[src/rtl/zt_pkg.sv]
package zt_pkg;

    localparam int BURST_W = 2;

    typedef enum logic [1:0] {
        ST_IDLE   = 2'd0,
        ST_RBURST = 2'd1,
        ST_WBURST = 2'd2
    } burst_st_e;

    // Low address bits for a given burst count
    function automatic logic [BURST_W-1:0] burst_low(
        input logic [BURST_W-1:0] start,
        input logic [BURST_W-1:0] cnt,
        input logic               ilv
    );
        logic [BURST_W-1:0] r;
        if (ilv) r = start ^ cnt;
        else     r = start + cnt;
        return r;
    endfunction

endpackage

[src/rtl/zt_burst_ctl.sv]
module zt_burst_ctl
    import zt_pkg::*;
#(
    parameter int AW  = 6,
    parameter int NCS = 3
) (
    input  logic          clk,
    input  logic          rst_n,
    input  logic          sleep,
    input  logic [NCS-1:0] cs,
    input  logic          adv,
    input  logic          we,
    input  logic          ilv,
    input  logic [AW-1:0] addr,
    output logic          op_rd,
    output logic          op_wr,
    output logic [AW-1:0] op_addr
);

    burst_st_e          st, st_nxt;
    logic [AW-1:0]      base, base_nxt;
    logic [BURST_W-1:0] cnt, cnt_nxt;
    logic [BURST_W-1:0] cnt_inc;
    logic [AW-1:0]      step_addr;
    logic               sel;

    assign sel       = &cs;
    assign cnt_inc   = cnt + 1'b1;
    assign step_addr = {base[AW-1:BURST_W], burst_low(base[BURST_W-1:0], cnt_inc, ilv)};

    // State register
    always_ff @(posedge clk or negedge rst_n) begin
        if (!rst_n) begin
            st   <= ST_IDLE;
            base <= '0;
            cnt  <= '0;
        end else begin
            st   <= st_nxt;
            base <= base_nxt;
            cnt  <= cnt_nxt;
        end
    end

    // Transitions and per-cycle operation
    always_comb begin
        st_nxt   = st;
        base_nxt = base;
        cnt_nxt  = cnt;
        op_rd    = 1'b0;
        op_wr    = 1'b0;
        op_addr  = base;
        if (!sleep) begin
            if (!adv) begin
                if (sel) begin
                    base_nxt = addr;
                    cnt_nxt  = '0;
                    op_addr  = addr;
                    op_wr    = we;
                    op_rd    = !we;
                    st_nxt   = we ? ST_WBURST : ST_RBURST;
                end else begin
                    st_nxt = ST_IDLE;
                end
            end else begin
                unique case (st)
                    ST_IDLE: begin
                        st_nxt = ST_IDLE;
                    end
                    ST_RBURST: begin
                        cnt_nxt = cnt_inc;
                        op_addr = step_addr;
                        op_rd   = 1'b1;
                    end
                    ST_WBURST: begin
                        cnt_nxt = cnt_inc;
                        op_addr = step_addr;
                        op_wr   = 1'b1;
                    end
                    default: begin
                        st_nxt = ST_IDLE;
                    end
                endcase
            end
        end
    end

    // deselect closes the burst
    a_r1_deselect_closes: assert property (@(posedge clk) disable iff (!rst_n)
        (!sleep && !adv && !(&cs)) |=> (st == ST_IDLE));

    // sleep freezes burst state
    a_r10_sleep_holds: assert property (@(posedge clk) disable iff (!rst_n)
        sleep |=> ($stable(st) && $stable(base) && $stable(cnt)));

    // advance with no open burst issues nothing
    a_r7_adv_idle: assert property (@(posedge clk) disable iff (!rst_n)
        (st == ST_IDLE && adv) |-> !(op_rd || op_wr));

    // consecutive linear read advances step the low bits by one
    a_r8_linear_step: assert property (@(posedge clk) disable iff (!rst_n)
        (!sleep && adv && !ilv && st == ST_RBURST && $past(!sleep && adv && op_rd))
        |-> (op_addr[BURST_W-1:0] == BURST_W'($past(op_addr[BURST_W-1:0]) + 1'b1)));

endmodule

[src/rtl/zt_wr_pipe.sv]
module zt_wr_pipe #(
    parameter int AW  = 6,
    parameter int NB  = 2,
    parameter int LAT = 2
) (
    input  logic          clk,
    input  logic          rst_n,
    input  logic          mode_pipe,
    input  logic          op_wr,
    input  logic [AW-1:0] op_addr,
    input  logic [NB-1:0] op_be,
    output logic          cm_en,
    output logic [AW-1:0] cm_addr,
    output logic [NB-1:0] cm_be
);

    typedef struct packed {
        logic          v;
        logic [AW-1:0] a;
        logic [NB-1:0] be;
    } wr_slot_t;

    wr_slot_t stg [LAT];
    wr_slot_t pick;

    always_ff @(posedge clk or negedge rst_n) begin
        if (!rst_n) begin
            for (int i = 0; i < LAT; i++) stg[i] <= '0;
        end else begin
            stg[0] <= '{v: op_wr, a: op_addr, be: op_be};
            for (int i = 1; i < LAT; i++) stg[i] <= stg[i-1];
        end
    end

    // Flow-through commits from the first slot, pipelined from the last
    assign pick    = mode_pipe ? stg[LAT-1] : stg[0];
    assign cm_en   = pick.v;
    assign cm_addr = pick.a;
    assign cm_be   = pick.be;

    // commit in flow-through matches a write one edge earlier
    a_r4_flow_src: assert property (@(posedge clk) disable iff (!rst_n)
        (!mode_pipe && cm_en) |-> ($past(op_wr) && cm_addr == $past(op_addr)));

    // commit in pipelined mode matches a write two edges earlier
    a_r4_pipe_src: assert property (@(posedge clk) disable iff (!rst_n)
        (mode_pipe && cm_en) |-> ($past(op_wr, 2) && cm_addr == $past(op_addr, 2)));

endmodule

[src/rtl/zt_mem.sv]
module zt_mem #(
    parameter int AW = 6,
    parameter int NB = 2,
    parameter int BW = 9
) (
    input  logic             clk,
    input  logic             wr_en,
    input  logic [AW-1:0]    wr_addr,
    input  logic [NB-1:0]    wr_be,
    input  logic [NB*BW-1:0] wr_data,
    input  logic [AW-1:0]    rd_addr,
    output logic [NB*BW-1:0] rd_data
);

    localparam int DEPTH = 1 << AW;

    for (genvar b = 0; b < NB; b++) begin : g_lane
        logic [BW-1:0] cells [DEPTH];

        always_ff @(posedge clk) begin
            if (wr_en && wr_be[b]) cells[wr_addr] <= wr_data[b*BW +: BW];
        end

        assign rd_data[b*BW +: BW] = cells[rd_addr];
    end

endmodule

[src/rtl/zt_rd_path.sv]
module zt_rd_path #(
    parameter int AW = 6,
    parameter int NB = 2,
    parameter int BW = 9
) (
    input  logic             clk,
    input  logic             rst_n,
    input  logic             mode_pipe,
    input  logic             op_rd,
    input  logic [AW-1:0]    op_addr,
    output logic [AW-1:0]    rd_addr,
    input  logic [NB*BW-1:0] mem_q,
    input  logic             cm_en,
    input  logic [AW-1:0]    cm_addr,
    input  logic [NB-1:0]    cm_be,
    input  logic [NB*BW-1:0] cm_data,
    output logic [NB*BW-1:0] out_data,
    output logic             out_vld
);

    logic             ra_v;
    logic [AW-1:0]    ra;
    logic             qv;
    logic [NB*BW-1:0] q;
    logic [NB*BW-1:0] fwd_q;

    // Merge the write committing at this edge into the registered read word
    always_comb begin
        fwd_q = mem_q;
        if (cm_en && cm_addr == ra) begin
            for (int b = 0; b < NB; b++) begin
                if (cm_be[b]) fwd_q[b*BW +: BW] = cm_data[b*BW +: BW];
            end
        end
    end

    always_ff @(posedge clk or negedge rst_n) begin
        if (!rst_n) begin
            ra_v <= 1'b0;
            ra   <= '0;
            qv   <= 1'b0;
            q    <= '0;
        end else begin
            ra_v <= op_rd;
            ra   <= op_addr;
            qv   <= ra_v;
            q    <= fwd_q;
        end
    end

    assign rd_addr  = ra;
    assign out_data = mode_pipe ? q : mem_q;
    assign out_vld  = mode_pipe ? qv : ra_v;

    // a full-word write landing with a pipelined read of its address is returned
    a_r6_forward: assert property (@(posedge clk) disable iff (!rst_n)
        (mode_pipe && ra_v && cm_en && cm_addr == ra && cm_be == {NB{1'b1}})
        |=> (q == $past(cm_data)));

    // the output register follows the captured read by one edge
    a_r3_reg_follow: assert property (@(posedge clk) disable iff (!rst_n)
        ra_v |=> qv);

endmodule

[src/rtl/zt_sram.sv]
module zt_sram
    import zt_pkg::*;
#(
    parameter  int ADDR_W = 6,
    parameter  int NBYTE  = 2,
    parameter  int BYTE_W = 9,
    parameter  int NCS    = 3,
    localparam int DW     = NBYTE * BYTE_W
) (
    input  logic              clk,
    input  logic              rst_n,
    input  logic              pipe_mode,
    input  logic              burst_ilv,
    input  logic [NCS-1:0]    cs,
    input  logic              adv,
    input  logic              we,
    input  logic [NBYTE-1:0]  be,
    input  logic [ADDR_W-1:0] addr,
    input  logic [DW-1:0]     wdata,
    input  logic              oe,
    input  logic              sleep,
    output logic [DW-1:0]     dq,
    output logic              dq_en
);

    localparam int WR_LAT = 2;

    logic              op_rd, op_wr;
    logic [ADDR_W-1:0] op_addr;
    logic              cm_en;
    logic [ADDR_W-1:0] cm_addr;
    logic [NBYTE-1:0]  cm_be;
    logic [ADDR_W-1:0] rd_addr;
    logic [DW-1:0]     mem_q;
    logic [DW-1:0]     rd_data;
    logic              rd_vld;

    zt_burst_ctl #(.AW(ADDR_W), .NCS(NCS)) u_ctl (
        .clk     (clk),
        .rst_n   (rst_n),
        .sleep   (sleep),
        .cs      (cs),
        .adv     (adv),
        .we      (we),
        .ilv     (burst_ilv),
        .addr    (addr),
        .op_rd   (op_rd),
        .op_wr   (op_wr),
        .op_addr (op_addr)
    );

    zt_wr_pipe #(.AW(ADDR_W), .NB(NBYTE), .LAT(WR_LAT)) u_wpipe (
        .clk       (clk),
        .rst_n     (rst_n),
        .mode_pipe (pipe_mode),
        .op_wr     (op_wr),
        .op_addr   (op_addr),
        .op_be     (be),
        .cm_en     (cm_en),
        .cm_addr   (cm_addr),
        .cm_be     (cm_be)
    );

    zt_mem #(.AW(ADDR_W), .NB(NBYTE), .BW(BYTE_W)) u_mem (
        .clk     (clk),
        .wr_en   (cm_en),
        .wr_addr (cm_addr),
        .wr_be   (cm_be),
        .wr_data (wdata),
        .rd_addr (rd_addr),
        .rd_data (mem_q)
    );

    zt_rd_path #(.AW(ADDR_W), .NB(NBYTE), .BW(BYTE_W)) u_rd (
        .clk       (clk),
        .rst_n     (rst_n),
        .mode_pipe (pipe_mode),
        .op_rd     (op_rd),
        .op_addr   (op_addr),
        .rd_addr   (rd_addr),
        .mem_q     (mem_q),
        .cm_en     (cm_en),
        .cm_addr   (cm_addr),
        .cm_be     (cm_be),
        .cm_data   (wdata),
        .out_data  (rd_data),
        .out_vld   (rd_vld)
    );

    // Asynchronous output gating
    assign dq_en = oe & ~sleep & rd_vld;
    assign dq    = dq_en ? rd_data : '0;

    // flow-through read is presented after its own capture edge
    a_r2_flow_due: assert property (@(posedge clk) disable iff (!rst_n)
        (!pipe_mode && op_rd) |=> rd_vld);

    // pipelined read is presented one edge later
    a_r3_pipe_due: assert property (@(posedge clk) disable iff (!rst_n)
        (pipe_mode && op_rd) |-> ##2 rd_vld);

endmodule

[config.mk]
export PLATFORM = sky130hd
export DESIGN_NAME = zt_sram
export DESIGN_NICKNAME = d
export VERILOG_FILES = /design/src/rtl/zt_pkg.sv /design/src/rtl/zt_burst_ctl.sv /design/src/rtl/zt_wr_pipe.sv /design/src/rtl/zt_mem.sv /design/src/rtl/zt_rd_path.sv /design/src/rtl/zt_sram.sv
export SDC_FILE = /design/constraint.sdc
export NUM_CORES = 1
export LEC_CHECK = 0
export ABC_AREA = 1
export BUFFER_PORTS_ARGS = -buffer_cell sky130_fd_sc_hd__buf_4
export CAP_MARGIN = 20
export CORE_ASPECT_RATIO = 1.2
export CORE_MARGIN = 2
export CORE_UTILIZATION = 45
export CTS_BUF_LIST = sky130_fd_sc_hd__clkbuf_8
export CTS_CLUSTER_SIZE = 8
export DETAILED_ROUTE_END_ITERATION = 6
export HOLD_SLACK_MARGIN = 0.12
export PLACE_DENSITY_LB_ADDON = 0.3
export SETUP_SLACK_MARGIN = 0.4
export SLEW_MARGIN = 15
export SYNTH_ARGS = -nofsm -noshare
export SYNTH_HDL_FRONTEND = slang
export SYNTH_SLANG_ARGS = --single-unit
[constraint.sdc]
create_clock -name clk -period 2.6 [get_ports clk]
set_clock_uncertainty 0.05 [all_clocks]
set_input_delay 0.13 -clock clk [delete_from_list [all_inputs] [get_ports clk]]
set_output_delay 0.13 -clock clk [all_outputs]
set_load 0.01 [all_outputs]
## Word-level counts from Yosys, hierarchy flattened

Memories as Yosys holds them, arrays and structs flattened.
Cells that the tools add are included.

| word-level totals | value |
|---|---|
| memories | 2 |
| logic and storage cells | 67 |
| RAM bits | 1152 |
| input bits | 37 |
| output and inout port bits | 19 |
| bits in registers | 48 |

Memory list:

| name | words | width | rd ports | clocked after memory_dff | write ports | RTL line | text |
|---|---|---|---|---|---|---|---|
| u_mem.g_lane[0].cells | 64 | 9 | 1 | 0 | 1 | zt_mem.sv:18 | `logic [BW-1:0] cells [DEPTH];` |
| u_mem.g_lane[1].cells | 64 | 9 | 1 | 0 | 1 | zt_mem.sv:18 |  |

| cells by class | value |
|---|---|
| equal/unequal tests | 5 |
| bitwise logic cells | 5 |
| mux-type cells | 31 |
| reductions and logical operators | 10 |
| $add $sub $neg | 2 |

Operators with widths:

| operator | count |
|---|---|
| 18-bit two-way mux | 3 |
| 9-bit two-way mux | 3 |
| 2-bit two-way mux | 9 |
| 6-bit two-way mux | 3 |
| 1-bit two-way mux | 13 |
| 6-bit equality test | 1 |
| 3-bit AND reduction | 2 |
| 2-bit inequality test, second input constant | 2 |
| 2-bit AND reduction | 2 |
| 1-bit logical AND | 3 |
| 2-bit by 1-bit adder with 2-bit output, second input constant | 1 |
| 2-bit adder | 1 |
| 1-bit bitwise AND | 2 |
| 2-bit by 1-bit equality test with 1-bit output, second input constant | 1 |
| 2-bit equality test, second input constant | 1 |
| 1-bit inverter | 2 |
| 2-bit nonzero test | 1 |
| 2-bit OR reduction | 1 |
| 2-bit XOR | 1 |
| 1-bit zero test | 1 |

## Longest topological paths before layout

Gate-level depths: netlist of the first run.

| logic depth | value |
|---|---|
| depth after elaboration | 6 |
| mapped depth | 15 |
| mapped depth without buffers | 11 |

## Modules after synthesis

A second synthesis of the first run with hierarchy kept.

| unflattened totals | value |
|---|---|
| cell total of the unflattened synthesis | 4435 |
| area total of the unflattened synthesis | 50633.6 µm² |

Modules (own cells, without submodules):

| module | instances | cells an instance | area an instance (µm²) | sequential area each (µm²) |
|---|---|---|---|---|
| zt_mem | 1 | 4023 | 47441.8 | 34593.2 |
| zt_rd_path | 1 | 235 | 1727.9 | 650.6 |
| zt_burst_ctl | 1 | 90 | 698.2 | 250.2 |
| zt_wr_pipe | 1 | 47 | 566.8 | 450.4 |
| zt_sram | 1 | 40 | 198.9 | 0.0 |

## Least setup slack after synthesis of the first run

OpenSTA, ideal clock, no wires.

| timing | value |
|---|---|
| path type | register -> register |
| start point | register, netlist name u_rd.rd_addr[0] |
| end point | memory u_mem.g_lane[0].cells[39][0] (enable) |
| setup time | 0.374 ns |
| period minus slack after synthesis | 2.259 ns |
| path buffers | 2 |
| stages on the path, launching flop included | 9 |
| data required time | 2.176 ns |
| data arrival time | 1.835 ns |
| setup slack | 0.341 ns |
| cell sequence | dfrtp_1 buf_4 inv_2 buf_4 a21oi_2 inv_1 nor2_1 nand2_1 nor2_1 |

RTL lines:

| what | RTL line |
|---|---|
| end, declared | zt_mem.sv:18 |

## Final worst setup path of the first run

| timing | value |
|---|---|
| start point | register u_rd.ra[0] (netlist: u_rd.rd_addr[0]) |
| end point | output dq[17] |

| on the way | value |
|---|---|
| word-level cells in the longest chain between the ends | 3 |

Ends and longest elaborated chain:

| what | RTL line | text |
|---|---|---|
| start, declared | zt_rd_path.sv:22 | `logic [AW-1:0] ra;` |
| start signal, assigned | zt_rd_path.sv:45 | `ra <= op_addr;` |
| memory read 64 x 9 bit | - |  |
| 18-bit two-way mux | zt_rd_path.sv:52 | `assign out_data = mode_pipe ? q : mem_q;` |
| 18-bit two-way mux | zt_sram.sv:92 | `assign dq = dq_en ? rd_data : '0;` |
| end, declared | zt_sram.sv:22 | `output logic [DW-1:0] dq,` |

No other way between the ends.

==> reports/results.md, run 1 <==
| Parameter | Reported | Unit |
| --- | --- | --- |
| End point of the most critical hold path | u_rd.q[5]$_DFF_PN0_ | - |
| Initial cell density of the core | 0.452 | - |
| Reg clk slew, reported paths | 60 | ps |
| Status | complete, but fails checks | - |
| Part of the power in the clock network | 0.287 | - |
| Count of pins on the block boundary | 56 | - |
| DRT iter0 DRCs | 4487 | - |
| Final estimated routing congestion in global placement | 0.890 | - |
| Critical-path cell with the highest stage delay | dfrtp_4 | - |
| Post-Synth Simple-Gate Area | 0.243 | - |
| Period utilization | 1.29 | - |
| Standard cell core area | 109000 | µm² |
| Final Core Density | 0.574 | - |
| Longest Clk Path Bufs | 3 | - |
| Setup repair after global routing missed its margin | true | - |
| Worst-Skew Late Latency | 920 | ps |
| Post-detail-place hpwl | 78.0 | mm |
| Net count after synthesis | 4426 | - |
| CTS H-tree lvls | 4 | - |
| R2r worst-path depth | 11 | - |
| Reg-to-reg critical path startpoint | u_rd.rd_addr[0]$_DFF_PN0_ | - |
| Normalized max-slew margin | 0.372 | - |
| Worst Path Class, Setup | reg2out | - |
| Biggest area consumer among synthesized cells | edfxtp_1 | - |
| Number of antenna violations at the first check in global routing | 1 | - |
| Average detailed-routed wire length per instance | 23.6 | µm |
| Switching portion of total power | 0.317 | - |
| Startpoint of the most critical hold path | pipe_mode | - |
| Cell variety after synth | 32 | - |
| Worst hold path stage count | 9 | - |
| Fraction of layout instances using a drive strength above 1 | 0.249 | - |
| # clock sinks | 1200 | - |
| Total iterations of the first detailed-routing run | 6 | - |
| WP data required | 2420 | ps |
| Flip-flop and latch count after synthesis | 1200 | - |
| Fraction of synthesized cell area taken by the top area cell type | 0.701 | - |
| Routed via count divided by cell count | 5.67 | - |
| Overflow left after global routing | 0 | - |
| Worst IR Drop VDD | 0.423 | mV |
| Post-synthesis average cell area | 11.2 | µm² |
| Peak fanout along the critical path | 13 | - |
| Worst-margin pin slew | 943 | ps |
| Root Buffer | clkbuf_8 | - |
| Ranking of synthesized cells by instance count | nand2_1, edfxtp_1, nand3_1 | - |
| Main combinational cell family by area after synthesis | simple AND/OR/NAND/NOR gates | - |
| # Max-Cap Violations | 0 | - |
| Die Area | 112000 | µm² |
| PwrDens | 772 | nW/µm² |
| Via count of the routed design | 36100 | - |
| Share of power burned in combinational logic | 0.269 | - |
| Final routed DRC violation total | 0 | - |
| Adder and majority cell fraction of the synthesized area | 0.000761 | - |
| Ranking of synthesized cells by area | edfxtp_1, nand2_1, nand3_1, dfrtp_1, nor2_1 | - |
| Worst Hold Class | in2reg | - |
| Global-route wire length before repair | 205 | mm |
| Synthesis warning total | 0 | - |
| Max Clock Freq | 0.299 | GHz |
| Post-route worst setup slack | -748 | ps |
| CTS Buf Count | 182 | - |
| Startpoint type of the worst setup path | flip-flop | - |
| Final wirelength | 150 | mm |
| Reg2Reg Capture Point | u_mem.g_lane[0].cells[49][2]$_DFFE_PP_ | - |
| Static leakage | 23.8 | nW |
| Crit-path cells | buf_6, buf_12, buf_12, clkbuf_16, nand2_1, nand3_1, nand3_1, nand2_1, nand2_1, nand3_1, nand3_2, nand3_4, nand2_8, inv_2, buf_4 | - |
| Net switching power | 15.4 | mW |
| Violations in the final reports | negative setup slack | - |
| Post-Synthesis Cell Area | 49300 | µm² |
| Async SR Flop Fraction | 0.0400 | - |
| Overall fraction of global-route tracks in use | 0.242 | - |
| Power share of the sequential group | 0.444 | - |
| Pint | 33.1 | mW |
| Pin count of the biggest net entering global routing | 75 | - |
| Top-count cell post-synth | nand2_1 | - |
| CP max stage delay | 500 | ps |
| Layout overhead on the synthesized area | 27.1 | % |
| Antenna-violating nets left | 0 | - |
| Final Max Slew Viols | 0 | - |
| Input/output buffers | 55 | - |
| Multiplexer share of the synthesized area | 0 | - |
| Post-Syn Instances | 4386 | - |
| Post-synth top flop | edfxtp_1 | - |
| Number of global-route vias before repair | 33500 | - |
| Kind of end point of the critical path | output port | - |
| Placed cell area | 53000 | µm² |
| TritonCTS clock tree | yes | - |
| Number of nets in the layout | 4862 | - |
| Compound-Gate Fraction of Synth Area | 0.00282 | - |
| Endpoints failing hold | 0 | - |
| Post-route cell area | 62700 | µm² |
| Number of rows created at floorplan | 133 | - |
| Register-to-Register Setup Slack | 70 | ps |
| Sequential cell area fraction in the yosys report | 0.726 | - |
| Chip Height | 367 | µm |
| XOR/XNOR Fraction of Synth Area | 0.000533 | - |
| Fin crit period | 3350 | ps |
| Crit. Startpoint | u_rd.rd_addr[0]$_DFF_PN0_ | - |
| Arrival time at the worst endpoint | 3170 | ps |
| Width of the chip | 306 | µm |
| Final setup fails | 18 | - |
| Number of flops mapped to enable cells by yosys | 1152 | - |
-- metal layers --
metal | vias to the layer above | share of wire | track usage
met1 | 17700 | 0.38 | 0.319
met2 | 1900 | 0.49 | 0.397
li1 | 16100 | - | -
met3 | 335 | 0.087 | 0.0424
met5 | - | 0 | 0
met4 | 0 | 0.039 | 0.104
-- repair_timing --
item,in CTS,in global routing
endpoints found under the setup margin,1132,1203
pin swaps,3,257
buffers inserted,7,60
endpoints found under the hold margin,1238,1
gates resized for setup,76,767
gates cloned,16,72
hold buffers,56,1
-- cell usage in the layout, fill, tap and decap left out, types with 16 or more instances in the layout --
cell type | synthesis | layout
buf_12 | 0 | 53
buf_16 | 0 | 41
buf_4 | 12 | 235
buf_6 | 1 | 70
buf_8 | 0 | 16
clkbuf_16 | 0 | 43
clkbuf_8 | 0 | 193
dfrtp_1 | 48 | 44
dlygate4sd3_1 | 0 | 54
edfxtp_1 | 1152 | 1152
inv_1 | 41 | 116
nand2_1 | 1644 | 1473
nand2_2 | 0 | 129
nand2_4 | 1 | 41
nand3_1 | 995 | 715
nand3_2 | 2 | 233
nand3_4 | 0 | 49
nor2_1 | 193 | 126
nor2_2 | 1 | 34
nor2_4 | 0 | 34
-- cell families (layout without fill, tap and decap cells) --
family	count (synthesis)	in the layout
DFF	1200	1200
adders and majority gates	3	3
and+or+nand+nor	2843	2843
buffers and inverters	316	879
AOI/OAI and AO/OA	21	21
xor gates and xnor gates	3	3
other	0	1
-- critical path: cells and delay by family, from the launching register on --
family | cells | cell delay [ps]
simple gates | 9 | 1010
buf+inv | 6 | 760
flops | 1 | 500
-- worst max-delay path by stage --
stage / slack [ps] / cells after the start / to
6_report: -750 / 15 / dq[17]
5_1_grt: -850 / 15 / dq[17]
4_1_cts: -870 / 13 / dq[13]
3_5_place_dp: -40 / 13 / dq[6]
3_3_place_gp: 5 / 13 / dq[6]
2_1_floorplan: 340 / 8 / u_mem.g_lane[0].cells[39][0]$_DFFE_PP_
-- stage by stage --
stage / worst slack (ps) / cells / hold WS, ps / TNS [ps] / power [mW]
after floorplan: 341 / 4386 / -216 / 0 / 27.1
after detailed placement: -35.7 / 5844 / 171 / -79.7 / 30.7
after global routing: -851 / 6367 / 147 / -14280 / 50.2
after CTS: -872 / 6234 / 127 / -18890 / 45.2
final: -748 / 6367 / 193 / -12370 / 48.4
after global placement: 4.88 / 5844 / 159 / 0 / 30.6
-- area by class of cell --
cell class,instances,area [µm²]
Clock buffer,193,2660
Fill cell,8605,46500
Timing Repair Buffer,518,6680
Inverter,47,236
Antenna cell,1,2.50
Clock inverter,118,493
Timing Repair inverter,3,48.8
Sequential cell,1200,35800
Multi-Input combinational cell,2870,15000
Tap cell,1417,1770
-- state kept, by name, summed over array words and instances, names as in the netlist --
signal / cells
u_rd.qv: 1
u_wpipe.stg: 12
u_ctl.st: 2
u_ctl.cnt: 2
u_mem.g_lane.cells: 1152
u_rd.ra_v: 1
u_rd.q: 18
u_rd.rd_addr: 6
u_ctl.base: 6
-- power groups by stage --
stage,logic [mW],registers (mW),clock network [mW]
6_report,13.0,21.5,13.9
4_1_cts,9.65,21.5,14.1
3_5_place_dp,8.79,21.9,0
5_1_grt,13.8,21.5,14.9
3_3_place_gp,8.71,21.9,0
2_1_floorplan,5.30,21.8,0
No activity file was read; power rests on OpenSTA's default activity.
==> inputs of run 2 (changes only) <==
--- a/config.mk
+++ b/config.mk
@@ -16,7 +16,6 @@
 export DETAILED_ROUTE_END_ITERATION = 6
 export HOLD_SLACK_MARGIN = 0.12
 export PLACE_DENSITY_LB_ADDON = 0.3
-export SETUP_SLACK_MARGIN = 0.4
 export SLEW_MARGIN = 15
 export SYNTH_ARGS = -nofsm -noshare
 export SYNTH_HDL_FRONTEND = slang
==> run 2 against run 1 <==
The flow finishes with violations (design-rule violations, negative setup slack); power decreased by 4.4%; flip-flop and latch count unchanged; hold slack improved by 35 ps; core utilization decreased by 3.5 points; global-route usage about the same; first-iteration DRC count decreased by 16%; via count decreased by 4.0%; sequential power about the same; maximum frequency decreased by 0.98%; final cell count decreased by 1.5%; register-to-register slack got worse by 120 ps; routed wire length decreased by 8.9%; largest cell class unchanged.
==> reports/results.md, run 2 (synthesis gave the netlist of run 1 again) <==
| Parameter | Reported | Unit |
| --- | --- | --- |
| Via count of the routed design | 34600 | - |
| Worst IR Drop VDD | 0.467 | mV |
| Input/output buffers | 55 | - |
| Reg2Reg Capture Point | u_mem.g_lane[0].cells[31][4]$_DFFE_PP_ | - |
| Overflow left after global routing | 0 | - |
| Initial cell density of the core | 0.452 | - |
| # Max-Cap Violations | 0 | - |
| TritonCTS clock tree | yes | - |
| Family with the most delay on the worst path | simple AND/OR/NAND/NOR gates | - |
| Crit. Startpoint | u_rd.rd_addr[0]$_DFF_PN0_ | - |
| Overall fraction of global-route tracks in use | 0.243 | - |
| DRT iter0 DRCs | 3763 | - |
| Reg clk slew, reported paths | 60 | ps |
| # clock sinks | 1200 | - |
| Final estimated routing congestion in global placement | 0.862 | - |
| Total iterations of the first detailed-routing run | 7 | - |
| Worst-margin pin slew | 845 | ps |
| Final routed DRC violation total | 1 | - |
| Max Clock Freq | 0.296 | GHz |
| Most flops, register | u_mem.g_lane.cells | - |
| Logic depth of the worst setup path including buffers | 13 | - |
| Worst Hold Class | in2async | - |
| Top library cells by usage in the layout, fill and taps aside | nand2_1, edfxtp_1, nand3_1 | - |
| Final TNS setup | -12910 | ps |
| Worst-Skew Late Latency | 910 | ps |
| CP Buf/Inv Count | 4 | - |
| Reg-to-reg critical path startpoint | u_rd.rd_addr[0]$_DFF_PN0_ | - |
| Routed via count divided by cell count | 5.52 | - |
| Flip-flop count of the largest register, all copies and words added | 1152 | - |
| Most common library cell in the layout ignoring fill and taps | nand2_1 | - |
| Count of pins on the block boundary | 56 | - |
| Startpoint type of the worst setup path | flip-flop | - |
| Capturing instance or port of the critical path | dq[9] | - |
| Register-to-Register Setup Slack | -50 | ps |
| Final setup fails | 32 | - |
| Antenna-violating nets left | 0 | - |
| Width of the chip | 306 | µm |
| Average detailed-routed wire length per instance | 21.8 | µm |
| Final Core Density | 0.539 | - |
| Number of antenna violations at the first check in global routing | 2 | - |
| PwrDens | 786 | nW/µm² |
| Fin crit period | 3380 | ps |
| Worst Path Class, Setup | reg2out | - |
| Number of rows created at floorplan | 133 | - |
| CTS Buf Count | 185 | - |
| Final Max Slew Viols | 0 | - |
| Standard cell core area | 109000 | µm² |
| Peak fanout along the critical path | 32 | - |
| Layout overhead on the synthesized area | 19.3 | % |
| Regs by FF count | u_mem.g_lane.cells x1152, u_rd.q x18, u_wpipe.stg x12 | - |
| Static leakage | 22.3 | nW |
| Post-route worst setup slack | -781 | ps |
| Number of global-route vias before repair | 33400 | - |
| Violations in the final reports | design-rule violations, negative setup slack | - |
| Normalized max-slew margin | 0.437 | - |
| Pin count of the biggest net entering global routing | 74 | - |
| Die Area | 112000 | µm² |
| Number of nets in the layout | 4764 | - |
| Status | complete, but fails checks | - |
| WP data required | 2420 | ps |
| Crit-path cells | bufbuf_16, bufbuf_16, nand2_1, nand3_1, nand3_1, nand2_1, nand2_1, nand3_1, nand3_2, nand3_1, nand2_1, inv_1, buf_4 | - |
| Final wirelength | 137 | mm |
| Endpoints failing hold | 0 | - |
| CP max stage delay | 520 | ps |
| Chip Height | 367 | µm |
| Fraction of layout instances using a drive strength above 1 | 0.162 | - |
| Global-route wire length before repair | 206 | mm |
| Root Buffer | clkbuf_8 | - |
| Arrival time at the worst endpoint | 3200 | ps |
| Period utilization | 1.30 | - |
| Post-detail-place hpwl | 78.6 | mm |
| CTS H-tree lvls | 4 | - |
| Critical-path cell with the highest stage delay | dfrtp_4 | - |
| Kind of end point of the critical path | output port | - |
| Total of fill cells in the finished design | 9155 | - |
| R2r worst-path depth | 10 | - |
| Longest Clk Path Bufs | 3 | - |
| Setup repair after global routing missed its margin | true | - |
==> run 2: area by class of cell <==
type,instances,area (µm²),share of cell area
Timing Repair Buffer,417,4650,0.0790
Tap cell,1417,1770,0.0301
Antenna cell,2,5.00,0.0000850
Inverter,47,218,0.00370
Clock inverter,124,613,0.0104
Multi-Input combinational cell,2870,13100,0.222
Sequential cell,1200,35800,0.608
Clock buffer,193,2660,0.0451
Timing Repair inverter,3,47.5,0.000808
==> run 2: worst min-delay path by stage <==
stage,to,from,slack [ps]
floorplan,u_ctl.base[0]$_DFFE_PN0P_,rst_n,-220
global route,u_rd.qv$_DFF_PN0_,rst_n,210
CTS,u_ctl.base[1]$_DFFE_PN0P_,cs[0],130
detailed placement,u_rd.qv$_DFF_PN0_,rst_n,160
global placement,u_rd.qv$_DFF_PN0_,rst_n,160
finish,u_rd.qv$_DFF_PN0_,rst_n,230
==> run 2: layer usage <==
metal | routed length, µm | track usage | vias to the layer above
li1 | - | - | 15900
met1 | 56000 | 0.325 | 17000
met2 | 66200 | 0.392 | 1429
met3 | 9350 | 0.0378 | 285
met4 | 5060 | 0.109 | 0
met5 | 0 | 0 | -
==> run 2: through the flow <==
stage / instance area, µm² / total power, mW / setup slack [ps] / hold WS, ps / cells
finish: 58900 / 46.3 / -781 / 228 / 6273
global route: 58900 / 48.2 / -895 / 207 / 6273
detailed placement: 52800 / 30.6 / -50.1 / 157 / 5847
floorplan: 49300 / 27.1 / 341 / -216 / 4386
CTS: 58600 / 46.2 / -810 / 131 / 6269
global placement: 52800 / 30.5 / -6.81 / 164 / 5847
==> run 2: tightest hold or removal path: cells and delay by family <==
kind                   cells  cell delay [ps]
buffers and inverters      4             1430
==> run 2: report_power, final <==
group | switching [mW] | internal [mW] | total, mW
registers | 0.121 | 21.4 | 21.5
clock network | 7.25 | 6.96 | 14.2
logic | 6.85 | 3.70 | 10.6
==> run 2: timing repair <==
action | 4_1_cts | 5_1_grt
setup buffers | 25 | 1
pin swaps | 62 | 25
endpoints found under the setup margin | 18 | 582
hold buffers | 53 | 0
cloned | 28 | 1
resized for setup | 221 | 53
hold endpoints to repair | 1238 | 0
